<file path="src/rtl/refq_pkg.sv">
package refq_pkg;

  typedef struct packed {
    logic kill;
    logic force_on;
    logic bypass;
  } refq_ovr_t;

  typedef enum logic [1:0] {
    SRC_QUAL = 2'd0,
    SRC_RAW  = 2'd1,
    SRC_ONE  = 2'd2,
    SRC_ZERO = 2'd3
  } refq_src_e;

  function automatic refq_src_e refq_pick_src(input refq_ovr_t ovr);
    if (ovr.kill)          return SRC_ZERO;
    else if (ovr.force_on) return SRC_ONE;
    else if (ovr.bypass)   return SRC_RAW;
    else                   return SRC_QUAL;
  endfunction

endpackage

</file>
<file path="src/rtl/refq_ms_counter.sv">
module refq_ms_counter #(
  parameter int TW = 16
) (
  input  logic          clk,
  input  logic          rst_n,
  input  logic          tick_i,
  input  logic          run_i,
  input  logic          clear_i,
  input  logic [TW-1:0] limit_i,
  output logic          done_o
);

  logic [TW-1:0] cnt_q, cnt_d;
  logic [TW-1:0] cnt_inc;
  logic          done_d;
  logic          cnt_en;

  assign cnt_inc = cnt_q + 1'b1;
  assign cnt_en  = clear_i | (run_i & tick_i) | done_o;

  always_comb begin
    cnt_d  = cnt_q;
    done_d = 1'b0;
    if (clear_i) begin
      cnt_d = '0;
    end else if (run_i && tick_i) begin
      if (cnt_inc >= limit_i) begin
        cnt_d  = '0;
        done_d = 1'b1;
      end else begin
        cnt_d = cnt_inc;
      end
    end
  end

  always_ff @(posedge clk or negedge rst_n) begin
    if (!rst_n) begin
      cnt_q  <= '0;
      done_o <= 1'b0;
    end else if (cnt_en) begin
      cnt_q  <= cnt_d;
      done_o <= done_d;
    end
  end

  // an expiry pulse is always preceded by a counted tick
  a_r9_done_needs_tick: assert property (@(posedge clk) disable iff (!rst_n)
    done_o |-> $past(tick_i && run_i && !clear_i));

endmodule

</file>
<file path="src/rtl/refq_val_state.sv">
module refq_val_state (
  input  logic clk,
  input  logic rst_n,
  input  logic fault_i,
  input  logic force_i,
  input  logic done_i,
  output logic qual_o
);

  logic qual_d;

  always_comb begin
    if (fault_i)               qual_d = 1'b0;
    else if (force_i || done_i) qual_d = 1'b1;
    else                        qual_d = qual_o;
  end

  always_ff @(posedge clk or negedge rst_n) begin
    if (!rst_n) qual_o <= 1'b0;
    else        qual_o <= qual_d;
  end

  // a faulted cycle removes qualification on the next edge
  a_r3_fault_drops: assert property (@(posedge clk) disable iff (!rst_n)
    fault_i |=> !qual_o);

  // qualification only comes from a force pulse or a timer expiry
  a_r4_rise_has_cause: assert property (@(posedge clk) disable iff (!rst_n)
    $rose(qual_o) |-> $past(force_i || done_i));

endmodule

</file>
<file path="src/rtl/refq_ovr_mux.sv">
module refq_ovr_mux
  import refq_pkg::*;
(
  input  refq_ovr_t ovr_i,
  input  logic      fault_i,
  input  logic      qual_i,
  output logic      valid_o
);

  refq_src_e src;

  assign src = refq_pick_src(ovr_i);

  always_comb begin
    unique case (src)
      SRC_ZERO: valid_o = 1'b0;
      SRC_ONE:  valid_o = 1'b1;
      SRC_RAW:  valid_o = ~fault_i;
      default:  valid_o = qual_i;
    endcase
  end

endmodule

</file>
<file path="src/rtl/refq_qualifier.sv">
module refq_qualifier
  import refq_pkg::*;
#(
  parameter int TW = 16
) (
  input  logic          clk,
  input  logic          rst_n,
  input  logic          ms_tick_i,
  input  logic          fault_i,
  input  logic [TW-1:0] val_timeout_i,
  input  logic [TW-1:0] rdt_timeout_i,
  input  logic          auto_sel_i,
  input  logic          force_pulse_i,
  input  logic          ovr_force_valid_i,
  input  logic          ovr_force_invalid_i,
  input  logic          ovr_bypass_i,
  output logic          valid_o,
  output logic          redetect_req_o
);

  logic      qual;
  logic      val_done;
  logic      val_run, val_clear;
  logic      rdt_run, rdt_clear;
  refq_ovr_t ovr;

  assign val_clear = fault_i | qual;
  assign val_run   = ~fault_i & ~qual & (val_timeout_i != '0);
  assign rdt_clear = ~fault_i | ~auto_sel_i | (rdt_timeout_i == '0);
  assign rdt_run   = fault_i;

  refq_ms_counter #(.TW(TW)) u_val_cnt (
    .clk     (clk),
    .rst_n   (rst_n),
    .tick_i  (ms_tick_i),
    .run_i   (val_run),
    .clear_i (val_clear),
    .limit_i (val_timeout_i),
    .done_o  (val_done)
  );

  refq_val_state u_val_state (
    .clk     (clk),
    .rst_n   (rst_n),
    .fault_i (fault_i),
    .force_i (force_pulse_i),
    .done_i  (val_done),
    .qual_o  (qual)
  );

  refq_ms_counter #(.TW(TW)) u_rdt_cnt (
    .clk     (clk),
    .rst_n   (rst_n),
    .tick_i  (ms_tick_i),
    .run_i   (rdt_run),
    .clear_i (rdt_clear),
    .limit_i (rdt_timeout_i),
    .done_o  (redetect_req_o)
  );

  assign ovr.kill     = ovr_force_invalid_i;
  assign ovr.force_on = ovr_force_valid_i;
  assign ovr.bypass   = ovr_bypass_i;

  refq_ovr_mux u_ovr_mux (
    .ovr_i   (ovr),
    .fault_i (fault_i),
    .qual_i  (qual),
    .valid_o (valid_o)
  );

  // the kill override always wins at the port
  a_r6_kill_wins: assert property (@(posedge clk) disable iff (!rst_n)
    ovr_force_invalid_i |-> !valid_o);

  // no request unless auto selection was on with a nonzero timeout
  a_r11_rdt_gated: assert property (@(posedge clk) disable iff (!rst_n)
    redetect_req_o |-> $past(auto_sel_i && (rdt_timeout_i != '0) && fault_i));

  // a clean cycle can never be followed by a request
  a_r10_clean_no_req: assert property (@(posedge clk) disable iff (!rst_n)
    !fault_i |=> !redetect_req_o);

endmodule

</file>
<file path="config.mk">
export PLATFORM = sky130hd
export DESIGN_NAME = refq_qualifier
export DESIGN_NICKNAME = d
export VERILOG_FILES = /design/src/rtl/refq_pkg.sv /design/src/rtl/refq_ms_counter.sv /design/src/rtl/refq_val_state.sv /design/src/rtl/refq_ovr_mux.sv /design/src/rtl/refq_qualifier.sv
export SDC_FILE = /design/constraint.sdc
export NUM_CORES = 1
export LEC_CHECK = 0
export BUFFER_PORTS_ARGS = -buffer_cell sky130_fd_sc_hd__buf_2
export CAP_MARGIN = 20
export CORE_MARGIN = 2
export CORE_UTILIZATION = 40
export DETAILED_ROUTE_END_ITERATION = 16
export GPL_ROUTABILITY_DRIVEN = 0
export PLACE_DENSITY_LB_ADDON = 0.05
export SLEW_MARGIN = 40
export SYNTH_ARGS = -nofsm -noshare
export SYNTH_HDL_FRONTEND = slang
export SYNTH_SLANG_ARGS = --single-unit
</file>
<file path="constraint.sdc">
create_clock -name clk -period 2.7 [get_ports clk]
set_input_delay 0.135 -clock clk [delete_from_list [all_inputs] [get_ports clk]]
set_output_delay 0.135 -clock clk [all_outputs]
set_load 0.005 [all_outputs]
</file>
==> impl_results.md <==
- Status: finished with violations
- Violated checks: setup timing
- Hold Fails Final Rpt: 0
- Inserted Clock Buffers: 5
- IO Pins: 43
- RSZ-0062 raised after global routing: true
- Crit-path cells: nand4_1 -> buf_4 -> nor3_4 -> buf_6 -> nand4_1 -> xnor2_2 -> ha_1 -> nand4_1 -> nor2_1 -> nor4_2 -> o211ai_1 -> buf_4 -> a21oi_2 -> a21o_1
- Slew @ Worst Pin: 0.412 ns
- Worst setup margin: -0.0602 ns
- Worst-path clk slew: 0.07 ns
- DRT antenna net count: 0
- CTS tree: yes
- Die Width: 87.2 um
- Vias per std cell: 5.26
- Share of layout cells above drive strength 1: 37.0%
- Most used cell, CP: nand4_1
- Final setup viols: 15
- Distinct cell type count of the synthesized netlist: 35
- Layout Nets: 506
- Area Overhead vs Synth: 40.7%
- Chip Height: 87.2 um
- Slowest-stage cell, CP: nor4_2
- Final setup TNS: -0.630 ns
- Leak: 2.17 nW
- Core ar.: 6760 um^2
- Wire per inst: 13.6 um
- Initial antenna violation count: 0
- Clk_lat worst skew: 0.29 ns
- Startpoint types: flop
- Worst min path class: primary input to flop
- Post-synth top flop: dfrtp_1
- Core Rows: 30
- Asr flop ratio synth: 100%
- Final period util: 102%
- H-tree levels: 2
- FILL cells: 643
- I/O Buffers: 42
- Yosys top cell area share: 31.6%
- Mapped Area: 2770 um^2
- Clock Path Buffers: 2
- Worst Skew: 0.00326 ns
- Vias in the first global route: 2,659
- CP Capture Type: flop
- Max VDD drop: 0.163 mV
- Syn Area/Cell: 8.37 um^2
- Power density over cell area: 286 nW/um^2
- Arrival time worst endpoint: 2.99 ns
- Initial DRC count: 78
- Critical path type: flop to flop
- Slew margin rel.: 72.5%
- Multi-input logic area: 2000 um^2
- First-pass GRT wire length: 11,700 um
- Syn Inst Count: 331
- Top delay family on crit path: simple AND/OR/NAND/NOR gates
- Top cells by area, synth: dfrtp_1 (32%), ha_1 (15%), nand2_1 (5.3%), inv_1 (4.3%), a21oi_1 (4.0%)
- Syn nets: 406
- Setup WS pre-CTS: -0.307 ns
- Vias: 2,693
- Die footprint: 7610 um^2
- Max-slew violation count: 0
- Total gr overflow: 0
- CTS sink count: 35
- Initial Util: 41.0%
- Post-synth top area cell: dfrtp_1
- Yosys synthesis warning count: 0
- WL final: 6940 um
- Post-synthesis sequential area ratio: 31.6%
- Hpwl dp: 5270 um
- EDFF count, synth: 0
- Fin crit period: 2.76 ns
- Pre-antenna DRT Iters: 4
- Max-cap viol count: 0
- Max Clk Rate: 362 MHz
- DR DRC count: 0
- Worst hold margin: 0.0936 ns
- WP data required: 2.93 ns
- FF+latch count, synth: 35
- Diodes inserted: 0
- Most frequent cells in the layout: buf_4 (50), buf_2 (42), nand2_1 (35), dfrtp_1 (35), inv_1 (32)
- Slowest cell delay on critical path: 0.38 ns
- Commonest non-fill, non-tap cell in the layout: buf_4
- Sequential cell area: 876 um^2
- Max Fanout on Critical Path: 5
- GR Util All Layers: 19.6%
- Bufs and invs on worst path: 3
- Clock Root Buffer: clkbuf_8
- Largest net degree at the start of global routing: 22
[timing repair]
action | CTS | global route
endpoints found under the setup margin | 33 | 34
resized for setup | 38 | 25
pin swaps | 33 | 17
hold buffers | 1 | 0
hold endpoints to repair | 14 | 0
setup buffers | 9 | 3
[kinds of logic (layout without fill, tap and decap cells)]
kind of cell | count (synthesis) | count (layout) | share of synthesized area [%]
flip-flops | 35 | 35 | 31.6
XOR/XNOR | 15 | 15 | 4.74
adder cells (fa/ha/maj) | 34 | 34 | 15.3
AO/OA/AOI/OAI | 78 | 78 | 19.1
buffers and inverters | 40 | 141 | 6.10
AND/OR/NAND/NOR | 129 | 129 | 23.2
[where the power goes]
part	total (mW)	leakage (nW)	switching [mW]	internal (mW)
registers	0.532	0.486	0.00412	0.528
logic	0.155	1.64	0.0842	0.0712
clock network	0.427	0.0515	0.193	0.233
[metal layers]
| layer | track usage, % | routed length (um) | vias up |
|---|---|---|---|
| li1 | - | - | 1383 |
| met1 | 25.4 | 3230 | 1254 |
| met2 | 33.9 | 3390 | 52 |
| met3 | 2.65 | 254 | 4 |
| met4 | 5.73 | 64 | 0 |
| met5 | 0 | 0 | - |
[metrics by stage]
stage / total power, mW / cell area (um^2) / utilization [%] / instances
2_1_floorplan: 0.607 / 2790 / - / 331
3_3_place_gp: 0.678 / 3390 / 50.2 / 490
3_5_place_dp: 0.686 / 3420 / 50.6 / 491
4_1_cts: 1.13 / 3770 / 55.8 / 509
5_1_grt: 1.17 / 3900 / 57.7 / 512
6_report: 1.11 / 3900 / 57.7 / 512
[worst paths after layout]
check | slack (ns) | to | cells past startpoint | startpoint
min reg2reg | 0.48 | u_val_state.qual_o | 2 | u_val_cnt.done_o
max in group asynchronous | 1.95 | u_rdt_cnt.done_o | 3 | rst_n
max reg2reg | -0.06 | u_val_cnt.cnt_q[14] | 14 | u_val_cnt.cnt_q[5]
min in group asynchronous | 0.31 | u_rdt_cnt.cnt_q[5] | 2 | rst_n
max | -0.06 | u_val_cnt.cnt_q[14] | 14 | u_val_cnt.cnt_q[5]
min | 0.09 | u_val_state.qual_o | 3 | force_pulse_i
[tightest hold or removal path, cell delays in order]
cell and delay (ns):
buf_2 0.09, nor3_1 0.04, nor2_1 0.07
[final cells by class]
| cell class | count | share of cell area [%] |
|---|---|---|
| clock buffer | 8 | 2.57 |
| tap | 80 | 2.57 |
| timing repair buffer | 101 | 18.0 |
| multi-input combinational | 256 | 51.3 |
| sequential | 35 | 22.5 |
| inverter | 32 | 3.08 |
[Yosys cell counts (2+ instances only)]
master,instances
a211oi_1,4
a21o_1,12
a21oi_1,22
a22o_1,10
a22o_2,6
and2_1,4
and3_1,4
buf_6,2
clkbuf_1,5
dfrtp_1,35
ha_1,34
inv_1,32
nand2_1,39
nand2b_1,2
nand3_1,14
nand4_1,8
nand4b_1,2
nor2_1,22
nor2b_1,5
nor3_1,8
nor4_1,6
o211ai_1,2
o21ai_0,18
or2_2,4
or3_1,6
or4_1,3
xnor2_1,9
xor2_1,6
[state kept, by name, summed over array words and instances, names as in the netlist]
| name | count |
|---|---|
| u_rdt_cnt.cnt_q | 16 |
| u_rdt_cnt.done_o | 1 |
| u_val_cnt.cnt_q | 16 |
| u_val_cnt.done_o | 1 |
| u_val_state.qual_o | 1 |
Power figures use the tool's default switching activity.
